### config.mk
export PLATFORM = sky130hd
export DESIGN_NAME = sci9_steer
export DESIGN_NICKNAME = d
export VERILOG_FILES = /design/src/rtl/sci9_pkg.sv /design/src/rtl/sci9_enables.sv /design/src/rtl/sci9_rx_hold.sv /design/src/rtl/sci9_tx_hold.sv /design/src/rtl/sci9_route.sv /design/src/rtl/sci9_steer.sv
export SDC_FILE = /design/constraint.sdc
export NUM_CORES = 1
export LEC_CHECK = 0
export BUFFER_PORTS_ARGS = -buffer_cell sky130_fd_sc_hd__buf_2
export CAP_MARGIN = 20
export CORE_AREA = 2 2 39 41
export DETAILED_ROUTE_END_ITERATION = 16
export DIE_AREA = 0 0 41 43
export PLACE_DENSITY = 0.66
export SYNTH_ARGS = -nofsm -noshare
export SYNTH_HDL_FRONTEND = slang
export SYNTH_SLANG_ARGS = --single-unit
### constraint.sdc
create_clock -name clk -period 1 [get_ports clk]
set_clock_uncertainty 0.05 [all_clocks]
set_input_delay 0.1 -clock clk [delete_from_list [all_inputs] [get_ports clk]]
set_output_delay 0.1 -clock clk [all_outputs]
set_load 0.01 [all_outputs]
### src/rtl/sci9_pkg.sv
package sci9_pkg;
  localparam int BUS_W  = 8;
  localparam int CHAR_W = 9;

  // Control register bit positions
  localparam int B_TX9  = 0;
  localparam int B_RX9  = 1;
  localparam int B_RDMA = 2;
  localparam int B_TDMA = 3;
  localparam int B_RIE  = 4;
  localparam int B_TIE  = 5;
  localparam int B_RXF  = 6;
  localparam int B_TXE  = 7;

  localparam int NCH = 2;  // event channels: 0 = receive, 1 = transmit

  typedef struct packed {
    logic tie;
    logic rie;
    logic tdma;
    logic rdma;
  } sci9_en_t;
endpackage

### src/rtl/sci9_enables.sv
module sci9_enables
  import sci9_pkg::*;
#(
  parameter int W = BUS_W
) (
  input  logic           clk,
  input  logic           rst_n,
  input  logic           wr,
  input  logic [W-1:0]   wdata,
  output sci9_en_t       en
);
  always_ff @(posedge clk) begin
    if (!rst_n) begin
      en <= '0;
    end else if (wr) begin
      en.rdma <= wdata[B_RDMA];
      en.tdma <= wdata[B_TDMA];
      en.rie  <= wdata[B_RIE];
      en.tie  <= wdata[B_TIE];
    end
  end
endmodule

### src/rtl/sci9_rx_hold.sv
module sci9_rx_hold #(
  parameter int CW = 9
) (
  input  logic          clk,
  input  logic          rst_n,
  input  logic          done,
  input  logic [CW-1:0] data,
  input  logic          nine_mode,
  input  logic          taken,
  output logic          ninth,
  output logic          full
);
  localparam int TOP  = CW - 1;
  localparam int NEXT = CW - 2;

  // Ninth bit has no reset: it keeps its value through reset.
  always_ff @(posedge clk) begin
    if (done) ninth <= nine_mode ? data[TOP] : data[NEXT];
  end

  always_ff @(posedge clk) begin
    if (!rst_n)     full <= 1'b0;
    else if (done)  full <= 1'b1;
    else if (taken) full <= 1'b0;
  end
endmodule

### src/rtl/sci9_tx_hold.sv
module sci9_tx_hold
  import sci9_pkg::*;
#(
  parameter int W = BUS_W
) (
  input  logic         clk,
  input  logic         wr,
  input  logic [W-1:0] wdata,
  input  logic         load,
  output logic         ninth,
  output logic         shift_bit8
);
  // Neither register is reset.
  always_ff @(posedge clk) begin
    if (wr)   ninth      <= wdata[B_TX9];
    if (load) shift_bit8 <= ninth;
  end
endmodule

### src/rtl/sci9_route.sv
module sci9_route (
  input  logic flag,
  input  logic ie,
  input  logic dma_sel,
  output logic irq,
  output logic dreq
);
  logic live;
  assign live = flag & ie;
  assign irq  = live & ~dma_sel;
  assign dreq = live &  dma_sel;
endmodule

### src/rtl/sci9_steer.sv
module sci9_steer
  import sci9_pkg::*;
(
  input  logic              clk,
  input  logic              rst_n,
  input  logic              bus_wr,
  input  logic [BUS_W-1:0]  bus_wdata,
  output logic [BUS_W-1:0]  bus_rdata,
  input  logic              rx_done,
  input  logic [CHAR_W-1:0] rx_data,
  input  logic              rx_nine_mode,
  input  logic              rx_taken,
  input  logic              tx_load,
  input  logic              tx_empty,
  output logic              tx_bit8,
  output logic              rx_irq,
  output logic              rx_dma_req,
  output logic              tx_irq,
  output logic              tx_dma_req
);
  sci9_en_t en;
  logic rx9, rxf, tx9;
  logic [NCH-1:0] ev_flag, ev_ie, ev_sel, ev_irq, ev_dreq;

  sci9_enables #(.W(BUS_W)) u_en (
    .clk(clk), .rst_n(rst_n), .wr(bus_wr), .wdata(bus_wdata), .en(en)
  );

  sci9_rx_hold #(.CW(CHAR_W)) u_rx (
    .clk(clk), .rst_n(rst_n), .done(rx_done), .data(rx_data),
    .nine_mode(rx_nine_mode), .taken(rx_taken), .ninth(rx9), .full(rxf)
  );

  sci9_tx_hold #(.W(BUS_W)) u_tx (
    .clk(clk), .wr(bus_wr), .wdata(bus_wdata), .load(tx_load),
    .ninth(tx9), .shift_bit8(tx_bit8)
  );

  assign ev_flag = {tx_empty, rxf};
  assign ev_ie   = {en.tie,   en.rie};
  assign ev_sel  = {en.tdma,  en.rdma};

  for (genvar g = 0; g < NCH; g++) begin : g_route
    sci9_route u_rt (
      .flag(ev_flag[g]), .ie(ev_ie[g]), .dma_sel(ev_sel[g]),
      .irq(ev_irq[g]), .dreq(ev_dreq[g])
    );
  end

  assign rx_irq     = ev_irq[0];
  assign rx_dma_req = ev_dreq[0];
  assign tx_irq     = ev_irq[1];
  assign tx_dma_req = ev_dreq[1];

  always_comb begin
    bus_rdata         = '0;
    bus_rdata[B_TX9]  = tx9;
    bus_rdata[B_RX9]  = rx9;
    bus_rdata[B_RDMA] = en.rdma;
    bus_rdata[B_TDMA] = en.tdma;
    bus_rdata[B_RIE]  = en.rie;
    bus_rdata[B_TIE]  = en.tie;
    bus_rdata[B_RXF]  = rxf;
    bus_rdata[B_TXE]  = tx_empty;
  end
endmodule

==> summary.md <==
| Metric | Value |
|---|---|
| Arrival time at the worst endpoint | roughly 870 ps |
| Sequential element share of the synthesized area | 50.2% |
| Most common cell after layout, fill and taps aside | buf_2 |
| Global-route wire length before repair | about 1200 um |
| DIE HEIGHT | between 40 and 50 um |
| DR iter-0 viols | 2 |
| Power density cells | 1370 nW/um^2 |
| Mapped Area | 379 um^2 |
| Critical Path RT | 850 ps |
| Final hold slack | between 50 and 60 ps |
| Layout area overhead | 45.2% |
| Static Leakage | between 0.2 and 0.3 nW |
| CTS tree | done |
| Synthesized area per cell | 11.2 um^2 |
| RSZ-0062 raised after global routing | true |
| Worst-Skew Late Latency | 240 ps |
| Critical path endpoint category | output port |
| Final Hold Fails | 0 |
| Largest net degree at the start of global routing | 6 |
| WL per Instance | approximately 10 um |
| Site Rows | 14 |
| Cells after Synth | 34 |
| Fmax | 980 MHz |
| Final wirelength | 794 um |
| I/O pin total | 38 |
| Fin crit period | a little over 1000 ps |
| Pins Over Slew Limit | 0 |
| Worst-margin pin slew | 141 ps |
| Synth warn | 0 |
| Syn Nets | 59 |
| Pre-antenna DRT Iters | 4 |
| VDD IR-drop max | around 0.61 mV |
| Max Cap Violations | 0 |
| Cell variety after synth | 11 |
| Clock buffer count from CTS | 3 |
| Layout cell share with drive strength beyond 1 | between 60% and 70% |
| Yosys reg bits | 8 |
| Post-DR vias/cell | just over 4 |
| Grt ovf | 0 |
| Violated checks | setup timing |
| Total GRT Usage | approximately a tenth |
| HP Class | primary input to flip-flop |
| Initial Utilization | about 27% |
| Die outline width | ~41 um |
| Storage cell area | 196 um^2 |
| Clock Tree Buf Depth | 2 |
| Rel. slew slack | 90.4% |
| Final #Nets | 86 |
| Layout fillers | 147 |
| Final Worst Setup Slack | -20.9 ps |
| Worst Path Max Fanout | 4 |
| Final setup fails | 3 |
| # clock sinks | 8 |
| Worst-path clk slew | roughly 60 ps |
| Status | finished, violations left |
| # diodes | 0 |
| CP Launch Type | flip-flop |
| RePlAce Congestion | a little over 0.6 |
| Placed Area | around 460 um^2 |
| Routed Antenna Nets | 0 |
| Setup TNS | -37.6 ps |
| Multi-input logic area | between 100 and 150 um^2 |
| Via count | between 300 and 400 |
| Die footprint | ~1800 um^2 |
| Vias in the first global route | around 320 |
| Post-Layout Inst Area | about 550 um^2 |
| Final Cycle Share | 102% |
| CTS H-tree depth | 1 |
| DRC errors left | 0 |
| Most frequent cells in the layout | 25 x buf_2, 5 x nor2b_1, 5 x dfxtp_2, 4 x mux2i_1 |
| Clock root buffer | clkbuf_4 |
| Initial antenna violation count | 0 |
| Total core area | 1380 um^2 |
| WS Path Type | flip-flop to output port |
| PortBufs | 27 |
per-stage QoR:
stage	instances	power (mW)	util, %	setup slack [ps]
after floorplan	34	0.455	-	269
after global placement	68	0.481	33.5	199
after detailed placement	68	0.484	33.5	184
after CTS	75	0.760	37.8	-28.9
after global routing	76	0.807	39.8	-101
final	76	0.754	39.8	-20.9
power breakdown:
| part | switching (mW) | internal [mW] | leakage (nW) |
|---|---|---|---|
| Combinational | 0.0492 | 0.0689 | 0.194 |
| Sequential | 0.0127 | 0.364 | 0.0724 |
| Clock | 0.107 | 0.152 | 0.0150 |
cells in the mapped netlist (all sizes together):
library cell,count,area [um^2]
o21a,1,7.51
edfxtp,3,90.1
nand2,2,7.51
mux2,1,11.3
and3,2,12.5
nor2b,5,31.3
buf,9,71.3
nor2,2,7.51
mux2i,4,40.0
dfxtp,5,100
final timing paths:
check                                              from                         to  slack [ps]  depth (start not counted)
worst max register to register  u_en.en[3]$_SDFFE_PN0P_    u_en.en[3]$_SDFFE_PN0P_         200                          3
worst min register to register     u_tx.ninth$_DFFE_PP_  u_tx.shift_bit8$_DFFE_PP_         390                          0
worst max-delay path            u_en.en[0]$_SDFFE_PN0P_                 rx_dma_req         -20                          2
worst min-delay path                              rst_n     u_rx.full$_SDFFE_PN0P_          60                          2
cell families after synthesis:
| group | synth area share [%] |
|---|---|
| compound gates | 1.98 |
| buf+inv | 18.8 |
| flops | 50.2 |
| simple gates | 15.5 |
| mux | 13.5 |
per-layer routing:
layer / up-vias / GRT usage, % / part of all wire, %
li1: 157 / - / -
met1: 133 / 9.18 / 35
met2: 19 / 16.9 / 56
met3: 4 / 3.14 / 6.5
met4: 0 / 8.00 / 2.1
met5: - / 0 / 0
repair_timing:
action	4_1_cts	5_1_grt
endpoints found under the hold margin	2	1
pin swaps	2	0
endpoints found under the setup margin	4	5
resized for setup	5	3
setup buffers	1	0
hold buffers	2	1
worst max-delay path: stages, from the launching register on:
cell     delay [ps]
dfxtp_2         330
and3_1          170
buf_2           130
flip-flops by register name, indices dropped and copies added (netlist names):
| signal | flops |
|---|---|
| u_tx.ninth | 1 |
| u_tx.shift_bit8 | 1 |
| u_rx.ninth | 1 |
| u_en.en | 4 |
| u_rx.full | 1 |
final cells by class:
class	count	area share, %
flip-flops and latches	8	35.7
well taps	16	3.64
clock buffers	4	4.77
repair buffers	31	33.6
multi-input cells	17	22.3
(Power assumes the default switching activity.)
